$ cat src/rtl/snvm_pkg.sv
package snvm_pkg;
  localparam int BYTE_W = 8;
  localparam int MEM_AW = BYTE_W + 1;
  localparam int MEM_DEPTH = 1 << MEM_AW;
  localparam int CNT_W = $clog2(BYTE_W + 1);

  typedef enum logic [2:0] {
    ST_IDLE,
    ST_RX,
    ST_SACK,
    ST_TX,
    ST_MACK,
    ST_IGNORE
  } slv_state_t;

  typedef enum logic [1:0] {
    RX_DEV,
    RX_WORD,
    RX_DATA
  } rx_kind_t;
endpackage

$ cat src/rtl/snvm_line_sync.sv
module snvm_line_sync #(
  parameter int STAGES = 2
) (
  input  logic clk,
  input  logic rst_n,
  input  logic line_i,
  output logic level_o,
  output logic rise_o,
  output logic fall_o
);
  logic [STAGES-1:0] chain_q;
  logic              prev_q;

  generate
    for (genvar g = 0; g < STAGES; g++) begin : g_stage
      if (g == 0) begin : g_first
        always_ff @(posedge clk or negedge rst_n) begin
          if (!rst_n) chain_q[0] <= 1'b1;
          else        chain_q[0] <= line_i;
        end
      end else begin : g_next
        always_ff @(posedge clk or negedge rst_n) begin
          if (!rst_n) chain_q[g] <= 1'b1;
          else        chain_q[g] <= chain_q[g-1];
        end
      end
    end
  endgenerate

  always_ff @(posedge clk or negedge rst_n) begin
    if (!rst_n) prev_q <= 1'b1;
    else        prev_q <= chain_q[STAGES-1];
  end

  assign level_o = chain_q[STAGES-1];
  assign rise_o  = chain_q[STAGES-1] & ~prev_q;
  assign fall_o  = ~chain_q[STAGES-1] & prev_q;
endmodule

$ cat src/rtl/snvm_byte_store.sv
module snvm_byte_store
  import snvm_pkg::*;
(
  input  logic              clk,
  input  logic              we_i,
  input  logic [MEM_AW-1:0] addr_i,
  input  logic [BYTE_W-1:0] wdata_i,
  output logic [BYTE_W-1:0] rdata_o
);
  logic [BYTE_W-1:0] cells [MEM_DEPTH];

  always_ff @(posedge clk) begin
    if (we_i) cells[addr_i] <= wdata_i;
  end

  assign rdata_o = cells[addr_i];
endmodule

$ cat src/rtl/serial_nvm_slave.sv
module serial_nvm_slave
  import snvm_pkg::*;
#(
  parameter int         SYNC_STAGES = 2,
  parameter logic [3:0] DEV_TYPE    = 4'b1010
) (
  input  logic clk,
  input  logic rst_n,
  input  logic scl_i,
  input  logic sda_i,
  input  logic sel_hi_i,
  input  logic sel_lo_i,
  output logic sda_oe_o
);
  localparam logic [CNT_W-1:0] LAST_BIT = CNT_W'(BYTE_W);

  logic scl_lvl, scl_rise, scl_fall;
  logic sda_lvl, sda_rise, sda_fall;
  logic bus_start, bus_stop;

  snvm_line_sync #(.STAGES(SYNC_STAGES)) u_scl_sync (
    .clk(clk), .rst_n(rst_n), .line_i(scl_i),
    .level_o(scl_lvl), .rise_o(scl_rise), .fall_o(scl_fall)
  );
  snvm_line_sync #(.STAGES(SYNC_STAGES)) u_sda_sync (
    .clk(clk), .rst_n(rst_n), .line_i(sda_i),
    .level_o(sda_lvl), .rise_o(sda_rise), .fall_o(sda_fall)
  );

  assign bus_start = scl_lvl & ~scl_rise & sda_fall;
  assign bus_stop  = scl_lvl & ~scl_rise & sda_rise;

  slv_state_t        state_q, state_d;
  rx_kind_t          kind_q, kind_d;
  logic [CNT_W-1:0]  cnt_q, cnt_d;
  logic [BYTE_W-1:0] sh_q, sh_d;
  logic [BYTE_W-1:0] tx_q, tx_d;
  logic [MEM_AW-1:0] addr_q, addr_d;
  logic              rw_q, rw_d;
  logic              oe_q, oe_d;
  logic              mack_q, mack_d;
  logic              mem_we;
  logic [BYTE_W-1:0] mem_rdata;
  logic              dev_match;

  snvm_byte_store u_store (
    .clk(clk), .we_i(mem_we), .addr_i(addr_q),
    .wdata_i(sh_q), .rdata_o(mem_rdata)
  );

  assign dev_match = (sh_q[7:4] == DEV_TYPE) && (sh_q[3] == sel_hi_i) && (sh_q[2] == sel_lo_i);

  always_comb begin
    state_d = state_q;
    kind_d  = kind_q;
    cnt_d   = cnt_q;
    sh_d    = sh_q;
    tx_d    = tx_q;
    addr_d  = addr_q;
    rw_d    = rw_q;
    oe_d    = oe_q;
    mack_d  = mack_q;
    mem_we  = 1'b0;
    if (bus_stop) begin
      state_d = ST_IDLE;
      oe_d    = 1'b0;
      cnt_d   = '0;
    end else if (bus_start) begin
      state_d = ST_RX;
      kind_d  = RX_DEV;
      cnt_d   = '0;
      oe_d    = 1'b0;
    end else begin
      case (state_q)
        ST_RX: begin
          if (scl_rise && cnt_q < LAST_BIT) begin
            sh_d  = {sh_q[BYTE_W-2:0], sda_lvl};
            cnt_d = cnt_q + 1'b1;
          end
          if (scl_fall && cnt_q == LAST_BIT) begin
            cnt_d = '0;
            case (kind_q)
              RX_DEV: begin
                if (dev_match) begin
                  addr_d[MEM_AW-1] = sh_q[1];
                  rw_d    = sh_q[0];
                  oe_d    = 1'b1;
                  state_d = ST_SACK;
                end else begin
                  state_d = ST_IGNORE;
                end
              end
              RX_WORD: begin
                addr_d  = {addr_q[MEM_AW-1], sh_q};
                oe_d    = 1'b1;
                state_d = ST_SACK;
              end
              default: begin
                mem_we  = 1'b1;
                addr_d  = addr_q + 1'b1;
                oe_d    = 1'b1;
                state_d = ST_SACK;
              end
            endcase
          end
        end
        ST_SACK: begin
          if (scl_fall) begin
            oe_d  = 1'b0;
            cnt_d = '0;
            if (kind_q == RX_DEV && rw_q) begin
              tx_d    = mem_rdata;
              oe_d    = ~mem_rdata[BYTE_W-1];
              addr_d  = addr_q + 1'b1;
              state_d = ST_TX;
            end else begin
              kind_d  = (kind_q == RX_DEV) ? RX_WORD : RX_DATA;
              state_d = ST_RX;
            end
          end
        end
        ST_TX: begin
          if (scl_rise) cnt_d = cnt_q + 1'b1;
          if (scl_fall) begin
            if (cnt_q == LAST_BIT) begin
              oe_d    = 1'b0;
              cnt_d   = '0;
              state_d = ST_MACK;
            end else begin
              tx_d = {tx_q[BYTE_W-2:0], 1'b0};
              oe_d = ~tx_q[BYTE_W-2];
            end
          end
        end
        ST_MACK: begin
          if (scl_rise) mack_d = ~sda_lvl;
          if (scl_fall) begin
            if (mack_q) begin
              tx_d    = mem_rdata;
              oe_d    = ~mem_rdata[BYTE_W-1];
              addr_d  = addr_q + 1'b1;
              cnt_d   = '0;
              state_d = ST_TX;
            end else begin
              state_d = ST_IGNORE;
            end
          end
        end
        ST_IDLE, ST_IGNORE: ;
        default: begin
          state_d = ST_IDLE;
          oe_d    = 1'b0;
        end
      endcase
    end
  end

  always_ff @(posedge clk or negedge rst_n) begin
    if (!rst_n) begin
      state_q <= ST_IDLE;
      kind_q  <= RX_DEV;
      cnt_q   <= '0;
      sh_q    <= '0;
      tx_q    <= '0;
      addr_q  <= '0;
      rw_q    <= 1'b0;
      oe_q    <= 1'b0;
      mack_q  <= 1'b0;
    end else begin
      state_q <= state_d;
      kind_q  <= kind_d;
      cnt_q   <= cnt_d;
      sh_q    <= sh_d;
      tx_q    <= tx_d;
      addr_q  <= addr_d;
      rw_q    <= rw_d;
      oe_q    <= oe_d;
      mack_q  <= mack_d;
    end
  end

  assign sda_oe_o = oe_q;

  // The pull-down only moves after an SCL fall or a bus condition
  assert_oe_on_fall_R10: assert property (@(posedge clk) disable iff (!rst_n)
    (oe_q != $past(oe_q)) |-> $past(scl_fall | bus_start | bus_stop));

  assert_stop_idle_R9: assert property (@(posedge clk) disable iff (!rst_n)
    bus_stop |=> (state_q == ST_IDLE && !oe_q && cnt_q == '0));

  assert_start_rearm_R8: assert property (@(posedge clk) disable iff (!rst_n)
    (bus_start && !bus_stop) |=> (state_q == ST_RX && kind_q == RX_DEV && cnt_q == '0));

  // Covers R7 as well: after a master NACK the block sits here released
  assert_quiet_ignore_R3: assert property (@(posedge clk) disable iff (!rst_n)
    (state_q == ST_IGNORE) |-> !oe_q);

  assert_no_ack_mismatch_R2: assert property (@(posedge clk) disable iff (!rst_n)
    (state_q == ST_RX && kind_q == RX_DEV && scl_fall && cnt_q == LAST_BIT &&
     !bus_start && !bus_stop &&
     (sh_q[7:4] != DEV_TYPE || sh_q[3] != sel_hi_i || sh_q[2] != sel_lo_i)) |=> !oe_q);

  assert_store_advance_R5: assert property (@(posedge clk) disable iff (!rst_n)
    mem_we |=> (addr_q == $past(addr_q) + 1'b1));
endmodule

$ cat config.mk
export PLATFORM = sky130hd
export DESIGN_NAME = serial_nvm_slave
export DESIGN_NICKNAME = d
export VERILOG_FILES = /design/src/rtl/snvm_pkg.sv /design/src/rtl/snvm_line_sync.sv /design/src/rtl/snvm_byte_store.sv /design/src/rtl/serial_nvm_slave.sv
export SDC_FILE = /design/constraint.sdc
export NUM_CORES = 2
export LEC_CHECK = 0
export BUFFER_PORTS_ARGS = -buffer_cell sky130_fd_sc_hd__buf_4
export CAP_MARGIN = 15
export CORE_UTILIZATION = 40
export CTS_BUF_LIST = sky130_fd_sc_hd__clkbuf_16
export CTS_CLUSTER_DIAMETER = 200
export DETAILED_ROUTE_END_ITERATION = 6
export MAX_ROUTING_LAYER = met4
export PLACE_DENSITY_LB_ADDON = 0.05
export SYNTH_ARGS = -nofsm -noshare
export SYNTH_HDL_FRONTEND = slang
export SYNTH_HIERARCHICAL = 1
export SYNTH_SLANG_ARGS = --single-unit
$ cat constraint.sdc
create_clock -name clk -period 10.3 [get_ports clk]
set_input_delay 1.03 -clock clk [delete_from_list [all_inputs] [get_ports clk]]
set_output_delay 1.03 -clock clk [all_outputs]
set_load 0.05 [all_outputs]
* After elaboration in Yosys (flattened, before gate mapping)
Memories as Yosys holds them, arrays and structs flattened.
Index checks and enable logic that the tools add are counted.
Widths: inputs -> output; s select.
** Storage, ports and cells
- Register bits after elaboration :: 42
- RAM bits :: 4096
- Word-level logic and storage cells :: 153
- Memories :: 1
** Memories
- u_store.cells :: depth 512, bits a word 8, read ports 1, clocked after Yosys merged registers in 0, write ports 1, RTL line snvm_byte_store.sv:10 : logic [BYTE_W-1:0] cells [MEM_DEPTH];
** Cells by class
- $add $sub $neg :: 2
- $lt $le $gt $ge :: 1
- Eq/ne operators :: 30
- Muxes and demuxes :: 63
- Bitwise operators :: 16
- Reductions and logical operators :: 24
** Operator list (number)
- $mux 9 :: 5
- $mux 7 :: 6
- $mux 4 :: 10
- $mux 3 :: 10
- $pmux 9 s3 :: 1
- $ne 4x4->1 const B :: 6
- $pmux 7 s3 :: 1
- $ne 2x2->1 const B :: 10
- $mux 1 :: 19
- $reduce_and 9->1 :: 2
- $pmux 4 s4 :: 1
- $pmux 8 s2 :: 1
- $pmux 3 s5 :: 1
- $mux 2 :: 6
- $reduce_and 4->1 :: 3
- $reduce_and 6->1 :: 2
- $ne 5x5->1 const B :: 2
- $reduce_and 10->1 :: 1
- $add 9x1->9 const B :: 1
- $not 1->1 :: 9
- $eq 4x4->1 const B :: 2
- $and 1x1->1 :: 7
- $reduce_and 7->1 :: 1
- $eq 3x2->1 const B :: 2
- 17 further kinds :: 27

* Longest topological paths before layout
- Depth in word-level cells :: 9
- Mapped depth :: 16
- Mapped depth without buffers :: 10

* Hierarchy
Netlist, hierarchy kept.
** Modules (own cells, without submodules)
- snvm_byte_store :: times used 1, cells each 7567, area each 158199.2 um2
- serial_nvm_slave :: times used 1, cells each 238, area each 2317.2 um2
- snvm_line_sync :: times used 2, cells each 5, area each 93.8 um2

* Worst setup path before layout
No wires, ideal clock.
- Path type :: register to register
- Start point :: register sh_q[5]
- End point :: register rw_q
- Setup time :: 166 ps
- Arrival :: 7713 ps
- Path slack :: 2422 ps
- Cell stages (with the launch flop) :: 5
- Path buffers :: 0
- Period minus slack after synthesis :: 7878 ps
- Cells stage by stage :: dfrtp_1 > nor4bb_1 > nand3_1 > nor4b_1 > mux2_2
** On the way
- Cells in the longest elaborated chain, start to end :: 4
** Ends and longest elaborated chain
- start, declared :: RTL line serial_nvm_slave.sv:36 : logic [BYTE_W-1:0] sh_q, sh_d;
- start signal, assigned :: RTL line serial_nvm_slave.sv:163 : sh_q <= '0;
- start signal, assigned :: RTL line serial_nvm_slave.sv:173 : sh_q <= sh_d;
- $eq 4x4->1 :: RTL line serial_nvm_slave.sv:51 : assign dev_match = (sh_q[7:4] == DEV_TYPE) && (sh_q[3] == sel_hi_i) && (sh_q[2] == sel_lo_i);
- $logic_and 1x1->1 (2 in a row) :: RTL line serial_nvm_slave.sv:51
- $reduce_and 6->1 (no source line)
- end signal, assigned :: RTL line serial_nvm_slave.sv:176 : rw_q <= rw_d;
- end, declared :: RTL line serial_nvm_slave.sv:39 : logic rw_q, rw_d;
Every way passes these cells.
A chain may end at the register's enable or synchronous reset.

* Final worst setup path
- Start point :: register addr_q[1]
- End point :: register tx_q[2]
** On the way
- Cells in the longest elaborated chain, start to end :: 4
- Elaborated cells between the ends (all ways) :: 6
- Those cells by class :: mux: 5; memory: 1
** Ends and longest elaborated chain
- start, declared :: RTL line serial_nvm_slave.sv:38 : logic [MEM_AW-1:0] addr_q, addr_d;
- start signal, assigned :: RTL line serial_nvm_slave.sv:175 : addr_q <= addr_d;
- $mem_v2 512x8 *
- via mem_rdata[2] :: RTL line serial_nvm_slave.sv:43 : logic [BYTE_W-1:0] mem_rdata;
- $mux 7 (on tied branches) :: RTL line serial_nvm_slave.sv:138, serial_nvm_slave.sv:111
- $mux 7 (on tied branches) :: RTL line serial_nvm_slave.sv:137, serial_nvm_slave.sv:108
- $pmux 7 s3 * :: RTL line serial_nvm_slave.sv:74 : case (state_q)
- end signal, assigned :: RTL line serial_nvm_slave.sv:174 : tx_q <= tx_d;
- end, declared :: RTL line serial_nvm_slave.sv:37 : logic [BYTE_W-1:0] tx_q, tx_d;
The timed path passes the listed nets; every way through them passes the cells marked *. The select of a mux whose other input is x is not followed.

==> impl_results.md <==
* Die width at approximately 640 um
* Max stage delay on crit path at between 0.9 and 1 ns
* Overall Power at roughly 46 mW
* Slew headroom at 0.126
* GRT overflow at 0
* Die area at a little over 400000 sq um
* Seq/Total Area, Yosys at 0.772
* Initial Util at 0.402
* Switch share at 0.308
* Layout Nets at about 8000
* Largest net degree at the start of global routing at between 150 and 200
* Iteration-0 DRC Markers at 10218
* Status: complete, no violations
* Top cell family by delay on the critical path: simple AND/OR/NAND/NOR gates
* Detail Route Antenna Nets at 0
* Worst vdd ir at ~0.19 mV
* Critical path peak fanout at roughly 90
* Synth Flop Type: edfxtp_1
* Layout cells sized above 1 at 0.215
* Crit-path cells: buf_12, buf_12, mux4_2, a22o_1, a221oi_1, a31oi_1, or4_1, nor3_1, nand4_1, mux2_2, mux2_2
* Clk_skew at between 0.06 and 0.07 ns
* Post-DP HPWL at roughly 310000 um
* Register share of total power at 0.435
* First-pass GRT wire length at ~690000 um
* Mean Syn Cell Area at 20.6 sq um
* Placed cells at roughly 13000
* Drt wl/cell at roughly 37 um
* Tmin final at 6.35 ns
* Initial antenna violation count at 43
* Netlist cell types at 88
* Endpoint class of the critical path: register
* RD Place Congestion at ~0.84
* Number of max-cap violations at 0
* Number of global-route vias before repair at 81490
* CTS tree: built
* Worst hold path type: primary input to async pin
* Final Hold Viols at 0
* Worst EP required at about 11 ns
* Warnings from Yosys at 6
* Area delta synth->final at 12.8%
* Synth async-reset ratio at 0.0101
* Final setup violation count at 0
* DR vias at about 80000
* Tot GR Track Use at 0.252
* Switching pwr at ~14 mW
* Synth Cell Area at roughly 160000 sq um
* Kind of critical path: register to register
* WP buf/inv at 2
* Core area at about 400000 sq um
* Comb power frac at 0.232
* Root buffer cell: clkbuf_16
* I/O pins at 7
* Syn_nets at around 8000
* Total Wirelength at ~500000 um
* Worst slew pin tran at between 1 and 1.5 ns
* DRC violations left at 0
* Pre-Repair DR Iteration Count at 5
* Die Y at between 600 and 700 um
* RSZ-0062 raised after global routing: false
* # Post-CTS Setup Buffers at 0
* Number of synthesized flops with an enable pin at between 4000 and 5000
* Pwr per Cell Area at ~260 nW/um^2
* Peak Freq at between 0.15 and 0.2 GHz
* CTS max path bufs at 4
* Clock Pin Slew Worst Setup and Hold Paths at approximately 0.060 ns
* Final WS setup at approximately 4 ns
* Worst Path Arrival at between 7 and 8 ns
* Pint at about 32 mW
* Leak at 56.4 nW
* Startpoint Class: register
* CTS sink cnt at a little over 4000
* Post-synthesis cell count at just under 8000
* Placement Rows at 232
* Slowest-stage cell, CP: dfrtp_4
* Setup TNS Final at 0 ns
* H-tree levels at 5
* Resized Gates After CTS at 0
* Pre-CTS setup slack at about 4 ns
* Num CTS Buffers at approximately 450
* Via-to-Cell Ratio at roughly 6.0
* Post-CTS Hold Buffers at 0
* Final period util at 0.617
* Non-Filler Instances at around 14000
* Clock latency on the worst-skew pair at ~1.0 ns
* Seq cells post-synth at 4138
* Clock Power Share at 0.333
* Port Buffers at 6
* Final Max Tran Viols at 0
-- layout make-up --
| cell class | instances | area (sq um) |
|---|---|---|
| Clock buffer | 456 | 11400 |
| Clock inverter | 368 | 2640 |
| Multi-Input combinational cell | 3171 | 34500 |
| Inverter | 12 | 50.0 |
| Timing Repair Buffer | 228 | 2020 |
| Sequential cell | 4138 | 124000 |
| Tap cell | 5265 | 6590 |
| Fill cell | 33802 | 218000 |
| Antenna cell | 12 | 30.0 |
-- flip-flops by register name, indices dropped and copies added (netlist names), 2 cells and up --
name / flops
u_store/cells: 4096
addr_q: 9
sh_q: 8
tx_q: 7
cnt_q: 4
state_q: 3
kind_q: 2
-- logic make-up after synthesis --
group	after synthesis	share of synthesized area
mux	1294	0.144
xor+xnor	6	0.000327
flops	4138	0.772
simple gates	1044	0.0303
compound gates	824	0.0365
buf+inv	506	0.0162
fa+ha+maj	3	0.000234
-- power by group through the flow --
stage,Clock (mW),Combinational [mW],Sequential [mW]
2_1_floorplan,0,6.09,21.5
3_3_place_gp,0,10.8,20.5
3_5_place_dp,0,10.9,20.6
4_1_cts,15.8,10.9,20.2
5_1_grt,16.4,11.3,20.2
6_report,15.4,10.8,20.2
-- through the flow --
| stage | area [sq um] | hold slack (ns) | utilization |
|---|---|---|---|
| after floorplan | 161000 | 0.345 | - |
| after global placement | 167000 | 0.375 | 0.418 |
| after detailed placement | 167000 | 0.361 | 0.418 |
| after CTS | 181000 | 0.0558 | 0.453 |
| after global routing | 181000 | 0.101 | 0.454 |
| final | 181000 | 0.0960 | 0.454 |
-- placed cells by master (no fill, tap or decap), types with 27 or more instances in the layout --
master     count
a211oi_1      39
a21oi_1       89
a221oi_1      92
a22o_1        49
a22oi_1      181
a31oi_1       81
a32oi_1       27
and3_1        27
buf_4        191
bufinv_16     32
clkbuf_16    456
clkinv_1     132
clkinv_2      80
edfxtp_1    4096
inv_1        103
mux2_2        40
mux2i_1      437
mux4_2       816
nand2_1      143
nand3_1       45
nand4_1       49
nor2_1       553
nor4_1        29
o21ai_0       63
o22ai_1      120
-- synthesized netlist by cell type, types with 24 or more instances --
master / number / area [sq um]
edfxtp_1: 4096 / 123000
mux4_2: 816 / 18400
nor2_1: 567 / 2130
mux2i_1: 437 / 4370
clkbuf_1: 201 / 754
buf_2: 185 / 926
a22oi_1: 181 / 1360
nand2_1: 149 / 559
o22ai_1: 120 / 751
a221oi_1: 92 / 806
a21oi_1: 90 / 450
a31oi_1: 84 / 526
o21ai_0: 63 / 315
buf_4: 58 / 435
nand3_1: 53 / 265
a22o_1: 49 / 429
nand4_1: 49 / 307
mux2_2: 40 / 450
a211oi_1: 39 / 293
nor4_1: 38 / 238
dfrtp_1: 36 / 901
nor2b_1: 32 / 200
and3_1: 28 / 175
a32oi_1: 27 / 236
buf_6: 25 / 282
nor3_1: 24 / 120
-- final timing paths --
| path | startpoint | end | slack [ns] | cells after the start |
|---|---|---|---|---|
| max in group asynchronous | rst_n | addr_q[0] | 9.59 | 1 |
| worst max register to register | addr_q[1] | tx_q[2] | 3.95 | 11 |
| worst min register to register | u_scl_sync/chain_q[0] | u_scl_sync/level_o | 0.37 | 0 |
| worst min-delay path | rst_n | sh_q[5] | 0.1 | 1 |
| min in group clk | scl_i | u_scl_sync/chain_q[0] | 0.16 | 1 |
| worst max-delay path | addr_q[1] | tx_q[2] | 3.95 | 11 |
-- routing by layer --
layer | part of all wire | track usage | vias to the layer above
met4 | 0.023 | 0.0534 | 0
met1 | 0.45 | 0.374 | 45532
met3 | 0.069 | 0.0386 | 572
met5 | 0 | - | -
li1 | - | - | 33097
met2 | 0.45 | 0.371 | 3159
Power figures use the tool's default switching activity.
